### src/rtl/cal_xover_pkg.sv
package cal_xover_pkg;
  typedef enum logic [1:0] {
    BIN_LO    = 2'd0,
    BIN_HI    = 2'd1,
    BIN_BELOW = 2'd2,
    BIN_ABOVE = 2'd3
  } bin_e;

  typedef enum logic [2:0] {
    DIR_NONE  = 3'd0,
    DIR_EVEN  = 3'd1,
    DIR_LOW   = 3'd2,
    DIR_HIGH  = 3'd3,
    DIR_BELOW = 3'd4,
    DIR_ABOVE = 3'd5
  } dir_e;

  localparam int NUM_BINS = 4;
endpackage

### src/rtl/cal_xover_classify.sv
module cal_xover_classify
  import cal_xover_pkg::*;
#(
  parameter int DATA_W = 14
) (
  input  logic [DATA_W-1:0] code_i,
  input  logic              gain_i,
  output bin_e              bin_o
);
  localparam logic [DATA_W-1:0] MID_CODE = {1'b1, {(DATA_W-1){1'b0}}};
  localparam logic [DATA_W-1:0] TOP_LO   = {{(DATA_W-1){1'b1}}, 1'b0};
  localparam logic [DATA_W-1:0] ONE      = DATA_W'(1);

  logic [DATA_W-1:0] lo_code, hi_code;

  always_comb begin
    lo_code = gain_i ? TOP_LO : MID_CODE;
    hi_code = lo_code + ONE;
    if (code_i == lo_code)      bin_o = BIN_LO;
    else if (code_i == hi_code) bin_o = BIN_HI;
    else if (code_i < lo_code)  bin_o = BIN_BELOW;
    else                        bin_o = BIN_ABOVE;
  end
endmodule

### src/rtl/cal_xover_tally.sv
module cal_xover_tally
  import cal_xover_pkg::*;
#(
  parameter int CNT_W = 16
) (
  input  logic                               clk_i,
  input  logic                               rst_ni,
  input  logic                               clr_i,
  input  logic                               inc_i,
  input  bin_e                               bin_i,
  output logic [NUM_BINS-1:0][CNT_W-1:0]     cnt_o
);
  localparam logic [CNT_W-1:0] ONE = CNT_W'(1);

  for (genvar b = 0; b < NUM_BINS; b++) begin : g_bin
    always_ff @(posedge clk_i or negedge rst_ni) begin
      if (!rst_ni)                               cnt_o[b] <= '0;
      else if (clr_i)                            cnt_o[b] <= '0;
      else if (inc_i && (int'(bin_i) == b))      cnt_o[b] <= cnt_o[b] + ONE;
    end
  end

  // counters are empty after a clear
  a_r6_clear_empties: assert property (@(posedge clk_i) disable iff (!rst_ni)
    clr_i |=> (cnt_o == '0));
endmodule

### src/rtl/cal_xover_judge.sv
module cal_xover_judge
  import cal_xover_pkg::*;
#(
  parameter int CNT_W = 16
) (
  input  logic                               clk_i,
  input  logic                               rst_ni,
  input  logic [NUM_BINS-1:0][CNT_W-1:0]     cnt_i,
  input  logic                               res_vld_i,
  input  logic [CNT_W-1:0]                   tol_i,
  output logic                               balanced_o,
  output dir_e                               dir_o
);
  logic [CNT_W-1:0] lo, hi, below, above, diff;
  logic             out_any;

  always_comb begin
    lo      = cnt_i[BIN_LO];
    hi      = cnt_i[BIN_HI];
    below   = cnt_i[BIN_BELOW];
    above   = cnt_i[BIN_ABOVE];
    out_any = (below != '0) || (above != '0);
    diff    = (lo >= hi) ? (lo - hi) : (hi - lo);
    balanced_o = res_vld_i && !out_any && (diff <= tol_i);
    if (!res_vld_i)    dir_o = DIR_NONE;
    else if (out_any)  dir_o = (above > below) ? DIR_ABOVE : DIR_BELOW;
    else if (lo > hi)  dir_o = DIR_LOW;
    else if (hi > lo)  dir_o = DIR_HIGH;
    else               dir_o = DIR_EVEN;
  end

  // a balanced verdict never carries an outside direction
  a_r7_balanced_inside: assert property (@(posedge clk_i) disable iff (!rst_ni)
    balanced_o |-> (dir_o inside {DIR_EVEN, DIR_LOW, DIR_HIGH}));
endmodule

### src/rtl/cal_xover_ctrl.sv
module cal_xover_ctrl #(
  parameter int CNT_W = 16
) (
  input  logic             clk_i,
  input  logic             rst_ni,
  input  logic             start_i,
  input  logic             gain_mode_i,
  input  logic [CNT_W-1:0] win_len_i,
  input  logic [CNT_W-1:0] tol_i,
  input  logic             valid_i,
  input  logic             balanced_i,
  output logic             clr_o,
  output logic             take_o,
  output logic             gain_o,
  output logic [CNT_W-1:0] tol_o,
  output logic [CNT_W-1:0] len_o,
  output logic             res_vld_o,
  output logic             done_o,
  output logic             offset_ok_o
);
  localparam logic [CNT_W:0]   ONE_W = (CNT_W+1)'(1);
  localparam logic [CNT_W-1:0] ONE   = CNT_W'(1);

  logic             running_q;
  logic [CNT_W-1:0] seen_q;
  logic             last;

  assign clr_o  = start_i && (!gain_mode_i || offset_ok_o);
  assign take_o = running_q && valid_i && !clr_o;
  assign last   = take_o && (({1'b0, seen_q} + ONE_W) >= {1'b0, len_o});

  always_ff @(posedge clk_i or negedge rst_ni) begin
    if (!rst_ni) begin
      running_q <= 1'b0;
      seen_q    <= '0;
      gain_o    <= 1'b0;
      len_o     <= '0;
      tol_o     <= '0;
      res_vld_o <= 1'b0;
      done_o    <= 1'b0;
    end else if (clr_o) begin
      running_q <= 1'b1;
      seen_q    <= '0;
      gain_o    <= gain_mode_i;
      len_o     <= win_len_i;
      tol_o     <= tol_i;
      res_vld_o <= 1'b0;
      done_o    <= 1'b0;
    end else begin
      done_o <= last;
      if (take_o) seen_q <= seen_q + ONE;
      if (last) begin
        running_q <= 1'b0;
        res_vld_o <= 1'b1;
      end
    end
  end

  // verdict of each finished offset window requalifies or revokes
  always_ff @(posedge clk_i or negedge rst_ni) begin
    if (!rst_ni)                 offset_ok_o <= 1'b0;
    else if (done_o && !gain_o)  offset_ok_o <= balanced_i;
  end

  a_r5_done_single: assert property (@(posedge clk_i) disable iff (!rst_ni)
    done_o |=> !done_o);

  a_r9_refused_no_effect: assert property (@(posedge clk_i) disable iff (!rst_ni)
    (start_i && gain_mode_i && !offset_ok_o) |=>
      (running_q == $past(running_q)) && (gain_o == $past(gain_o)) && (len_o == $past(len_o)));

  a_r9_qualify_after_done: assert property (@(posedge clk_i) disable iff (!rst_ni)
    $rose(offset_ok_o) |-> $past(done_o));
endmodule

### src/rtl/cal_xover_mon.sv
module cal_xover_mon
  import cal_xover_pkg::*;
#(
  parameter int DATA_W = 14,
  parameter int CNT_W  = 16
) (
  input  logic              clk_i,
  input  logic              rst_ni,
  input  logic [DATA_W-1:0] sample_i,
  input  logic              valid_i,
  input  logic              gain_mode_i,
  input  logic [CNT_W-1:0]  win_len_i,
  input  logic [CNT_W-1:0]  tol_i,
  input  logic              start_i,
  output logic [CNT_W-1:0]  lo_cnt_o,
  output logic [CNT_W-1:0]  hi_cnt_o,
  output logic [CNT_W-1:0]  out_cnt_o,
  output logic              balanced_o,
  output logic [2:0]        dir_o,
  output logic              done_o,
  output logic              offset_ok_o
);
  logic                           clr, take, gain_q, res_vld;
  logic [CNT_W-1:0]               tol_q, len_q;
  logic [NUM_BINS-1:0][CNT_W-1:0] cnt;
  bin_e                           bin;
  dir_e                           dir;

  cal_xover_ctrl #(.CNT_W(CNT_W)) u_ctrl (
    .clk_i       (clk_i),
    .rst_ni      (rst_ni),
    .start_i     (start_i),
    .gain_mode_i (gain_mode_i),
    .win_len_i   (win_len_i),
    .tol_i       (tol_i),
    .valid_i     (valid_i),
    .balanced_i  (balanced_o),
    .clr_o       (clr),
    .take_o      (take),
    .gain_o      (gain_q),
    .tol_o       (tol_q),
    .len_o       (len_q),
    .res_vld_o   (res_vld),
    .done_o      (done_o),
    .offset_ok_o (offset_ok_o)
  );

  cal_xover_classify #(.DATA_W(DATA_W)) u_classify (
    .code_i (sample_i),
    .gain_i (gain_q),
    .bin_o  (bin)
  );

  cal_xover_tally #(.CNT_W(CNT_W)) u_tally (
    .clk_i  (clk_i),
    .rst_ni (rst_ni),
    .clr_i  (clr),
    .inc_i  (take),
    .bin_i  (bin),
    .cnt_o  (cnt)
  );

  cal_xover_judge #(.CNT_W(CNT_W)) u_judge (
    .clk_i      (clk_i),
    .rst_ni     (rst_ni),
    .cnt_i      (cnt),
    .res_vld_i  (res_vld),
    .tol_i      (tol_q),
    .balanced_o (balanced_o),
    .dir_o      (dir)
  );

  assign lo_cnt_o  = cnt[BIN_LO];
  assign hi_cnt_o  = cnt[BIN_HI];
  assign out_cnt_o = cnt[BIN_BELOW] + cnt[BIN_ABOVE];
  assign dir_o     = dir;

  logic [CNT_W+1:0] total, expect_len;
  assign total      = (CNT_W+2)'(cnt[BIN_LO]) + (CNT_W+2)'(cnt[BIN_HI]) +
                      (CNT_W+2)'(cnt[BIN_BELOW]) + (CNT_W+2)'(cnt[BIN_ABOVE]);
  assign expect_len = (len_q == '0) ? (CNT_W+2)'(1) : (CNT_W+2)'(len_q);

  // window closes with exactly the requested number of samples counted
  a_r4_window_total: assert property (@(posedge clk_i) disable iff (!rst_ni)
    done_o |-> (total == expect_len));
endmodule

### config.mk
export PLATFORM = sky130hd
export DESIGN_NAME = cal_xover_mon
export DESIGN_NICKNAME = d
export VERILOG_FILES = /design/src/rtl/cal_xover_pkg.sv /design/src/rtl/cal_xover_classify.sv /design/src/rtl/cal_xover_tally.sv /design/src/rtl/cal_xover_judge.sv /design/src/rtl/cal_xover_ctrl.sv /design/src/rtl/cal_xover_mon.sv
export SDC_FILE = /design/constraint.sdc
export NUM_CORES = 1
export LEC_CHECK = 0
export BUFFER_PORTS_ARGS = -buffer_cell sky130_fd_sc_hd__buf_2
export CORE_UTILIZATION = 30
export CTS_CLUSTER_DIAMETER = 60
export DETAILED_ROUTE_END_ITERATION = 12
export PLACE_DENSITY = 0.45
export SLEW_MARGIN = 25
export SYNTH_ARGS = -nofsm -noshare
export SYNTH_HDL_FRONTEND = slang
export SYNTH_SLANG_ARGS = --single-unit
### constraint.sdc
create_clock -name clk_i -period 3.75 [get_ports clk_i]
set_input_delay 0.1875 -clock clk_i [delete_from_list [all_inputs] [get_ports clk_i]]
set_output_delay 0.1875 -clock clk_i [all_outputs]
set_load 0.005 [all_outputs]
==> impl_metrics.ini <==
[cells_and_area]
drive_gt1_frac = 0.2355
fin_cells = 1776
fillCellCount = 3164
final_cell_mix = buf_4, dfrtp_1, ha_1, inv_1
fin_area_um2 = 12380
final_common_cell = buf_4
n_antenna_cell = 0
area_growth_pct = 29.82
fin_nets = 1535

[yosys]
syn_nets = 1309
synthDistinctLibCells = 58
ys_seq_area_frac = 0.3071
syn_area_um2 = 9533
synth_compound_area_frac = 0.1664
async_flop_share = 1.000
synth-edff-count = 0
synth_simple_gate_area_frac = 0.1992
avgSynthCellArea_um2 = 8.355
postSynthCellCount = 1141
synth-adder-area-share = 0.1559
synth-main-ff-cell = dfrtp_1
synth_xor_area_frac = 0.07166
synth_mux_area_frac = 0.01483
synth_top_family_by_area = simple AND/OR/NAND/NOR gates
synth_warnings = 0
synth-seq-cells = 117

[worst_setup_path]
path_class = flop to output pin
crit_path_top_delay_cell = or4_4
startpoint = u_tally.cnt_o[0]
endpoint_kind = output pin
start_kind = flop
cp_cell_sequence = inv_2 > ha_4 > inv_2 > fa_2 > a21o_1 > a221oi_2 > a21o_1 > nand3_4 > buf_8 > buf_6 > mux2i_1 > xor2_1 > ha_1 > a21o_1 > a21oi_2 > or4_4 > o2111ai_4 > a21oi_4 > buf_2
reg2reg_to = u_ctrl.offset_ok_o
crit_fanout = 8
rr_worst_depth = 19
max_stage_delay_ns = 0.52
worstPathRequired_ns = 3.56
reg2reg_slack_ns = -0.22
timing.rr.start = u_tally.cnt_o[0]
critical_path.endpoint = balanced_o
arrival_ns = 4.17
cp_common_cell = a21o_1

[die]
die_w_um = 180.3
num_rows = 64
chipHeight_um = 180.3
initial_core_util = 0.3084
dieArea_um2 = 32490
coreArea_um2 = 30910
ios = 105

[min_path]
min_path_type = primary input to flop

[drt]
first_iter_violations = 488
wl_met1_mm = 13.66
vias = 8642
viasPerCell = 4.866
firstDrtPassIters = 5
top_layer = met4
wl_mm = 27.69
ant_nets = 0
wl_met3_um = 752
drcViolationCount = 0
wl_met2_mm = 12.92
wl_per_cell_um = 15.59

[sta]
clock.fmax_mhz = 229.4
finalHoldViolations = 0
fin_crit_ns = 4.359
setup_slack_ns = -0.6093
setup_viol = 2
rsz0062_at_grt = true
worst_slew_pin_slew_ns = 0.7742
tns_ns = -0.8276
slew_headroom = 0.4839
fin_worst_skew_ns = 0.01154
finalCritPeriodShare = 1.162
finalMaxSlewViolations = 0

[job]
cap_violations = 0

[global_routing]
grt_pass1_wl_mm = 45.12
grt_pass1_vias = 8603
track_usage = 0.1732
antenna_found_initial = 0
overflow = 0
grt_max_degree = 73

[clock_network]
clk_path_buf_depth = 2
cts-buffers-inserted = 17
htree_num_levels = 4
path_clk_slew_ns = 0.06
clock-sinks = 117
cts_tree = done
cts_root_buffer = clkbuf_16
clkLatencyLatePin_ns = 0.43

[placed_design]
port_buffers = 104
place_area_um2 = 11190
gp_congestion = 0.8102
place_inst = 1701
hpwlAfterDp_mm = 20.78

[pwr]
p_leak_nw = 6.146
power.density_nw_per_um2 = 303.7
vdd_drop_max_uv = 243.8

[status]
violations = negative setup slack
status = finished, violations left
## per-stage QoR
step / utilization / hold WS (ns) / total power [mW] / setup WS [ns]
2_1_floorplan: - / -0.1081 / 1.752 / 0.01838
3_3_place_gp: 0.3620 / 0.3895 / 1.966 / -0.4215
3_5_place_dp: 0.3621 / 0.2883 / 1.977 / -0.5123
4_1_cts: 0.3974 / 0.003912 / 3.811 / -0.6888
5_1_grt: 0.4004 / 0.008766 / 3.947 / -0.8057
6_report: 0.4004 / 0.01682 / 3.758 / -0.6093
## cell families (layout without fill, tap and decap cells)
family                     after synthesis  in the layout
and+or+nand+nor                        380            380
adders and majority gates              117            117
DFF                                    117            117
buffers and inverters                  179            418
AOI/OAI and AO/OA                      256            256
muxes                                   14             14
xor gates and xnor gates                78             78
## layout make-up
type,count,area [um^2],area share
Clock buffer,17,425.4,0.03437
Clock inverter,15,193.9,0.01567
Inverter,106,397.9,0.03215
Multi-Input combinational cell,845,5995,0.4844
Sequential cell,117,2929,0.2367
Tap cell,396,495.5,0.04004
Timing Repair Buffer,280,1939,0.1567
## state kept, by name (all words and copies together), names as in the netlist
| name | cells |
|---|---|
| u_ctrl.gain_o | 1 |
| u_ctrl.len_o | 16 |
| u_ctrl.offset_ok_o | 1 |
| u_ctrl.tol_o | 16 |
| u_ctrl.seen_q | 16 |
| u_ctrl.done_o | 1 |
| u_ctrl.res_vld_o | 1 |
| u_ctrl.running_q | 1 |
| u_tally.cnt_o | 64 |
## critical path, delay by kind of cell (launching register included)
kind	cells	cell delay [ns]
and+or+nand+nor	2	0.67
adders and majority gates	3	0.78
AOI/OAI and AO/OA	7	1.07
DFF	1	0.38
xor gates and xnor gates	1	0.19
buffers and inverters	5	0.54
muxes	1	0.12
## power by group
part	internal [mW]	switching (mW)	leakage (nW)	total, mW
sequential	1.33	0.0490	1.57	1.38
combinational	0.248	0.362	4.28	0.609
clock	1.06	0.705	0.299	1.77
total	2.64	1.12	6.15	3.76
## cell usage after synthesis, types with 3 or more instances
cell / instances / area [um^2]
o21a_1: 13 / 97.59
or4_1: 14 / 105.1
fa_1: 3 / 60.06
xnor2_1: 49 / 429.2
or3_1: 13 / 81.33
dfrtp_1: 117 / 2928
buf_1: 3 / 11.26
clkbuf_1: 30 / 112.6
o21ai_0: 76 / 380.4
buf_2: 7 / 35.03
a21oi_1: 69 / 345.3
a21o_1: 32 / 240.2
nand3_1: 47 / 235.2
a211o_1: 3 / 26.28
a31o_2: 3 / 26.28
nor2_1: 92 / 345.3
xor2_1: 29 / 254.0
ha_1: 114 / 1426
a221oi_1: 4 / 35.03
mux2i_1: 13 / 130.1
inv_1: 106 / 397.9
buf_4: 32 / 240.2
a211oi_1: 4 / 30.03
o211ai_1: 4 / 30.03
nor3_1: 18 / 90.09
nand4_1: 30 / 187.7
nor4_1: 16 / 100.1
o31ai_1: 13 / 97.59
and3_1: 12 / 75.07
nand2b_1: 5 / 31.28
nor2b_1: 12 / 75.07
o21bai_1: 5 / 37.54
a31oi_1: 9 / 56.30
nand2_1: 103 / 386.6
and4_1: 6 / 52.55
a41o_1: 3 / 30.03
## metal layers
metal / GRT usage / up-vias
li1: - / 4419
met1: 0.2345 / 4068
met2: 0.2895 / 131
met3: 0.02061 / 24
met4: 0.04889 / 0
met5: 0 / -
## how the worst min path moves through the flow
stage / to / slack, ns / depth (start not counted) / start
finish: u_ctrl.tol_o[7] / 0.02 / 3 / tol_i[7]
global route: u_ctrl.tol_o[7] / 0.009 / 3 / tol_i[7]
CTS: u_ctrl.tol_o[1] / 0.004 / 3 / tol_i[1]
detailed placement: u_tally.cnt_o[11] / 0.29 / 1 / rst_ni
global placement: u_ctrl.len_o[10] / 0.39 / 3 / win_len_i[10]
floorplan: u_ctrl.done_o / -0.11 / 0 / rst_ni
## repair_timing
item | CTS | global route
setup buffers | 8 | 6
hold buffers | 29 | 0
pin swaps | 16 | 24
resized for setup | 27 | 13
endpoints found under the setup margin | 2 | 2
endpoints found under the hold margin | 98 | 0
No activity file was read; power rests on OpenSTA's default activity.
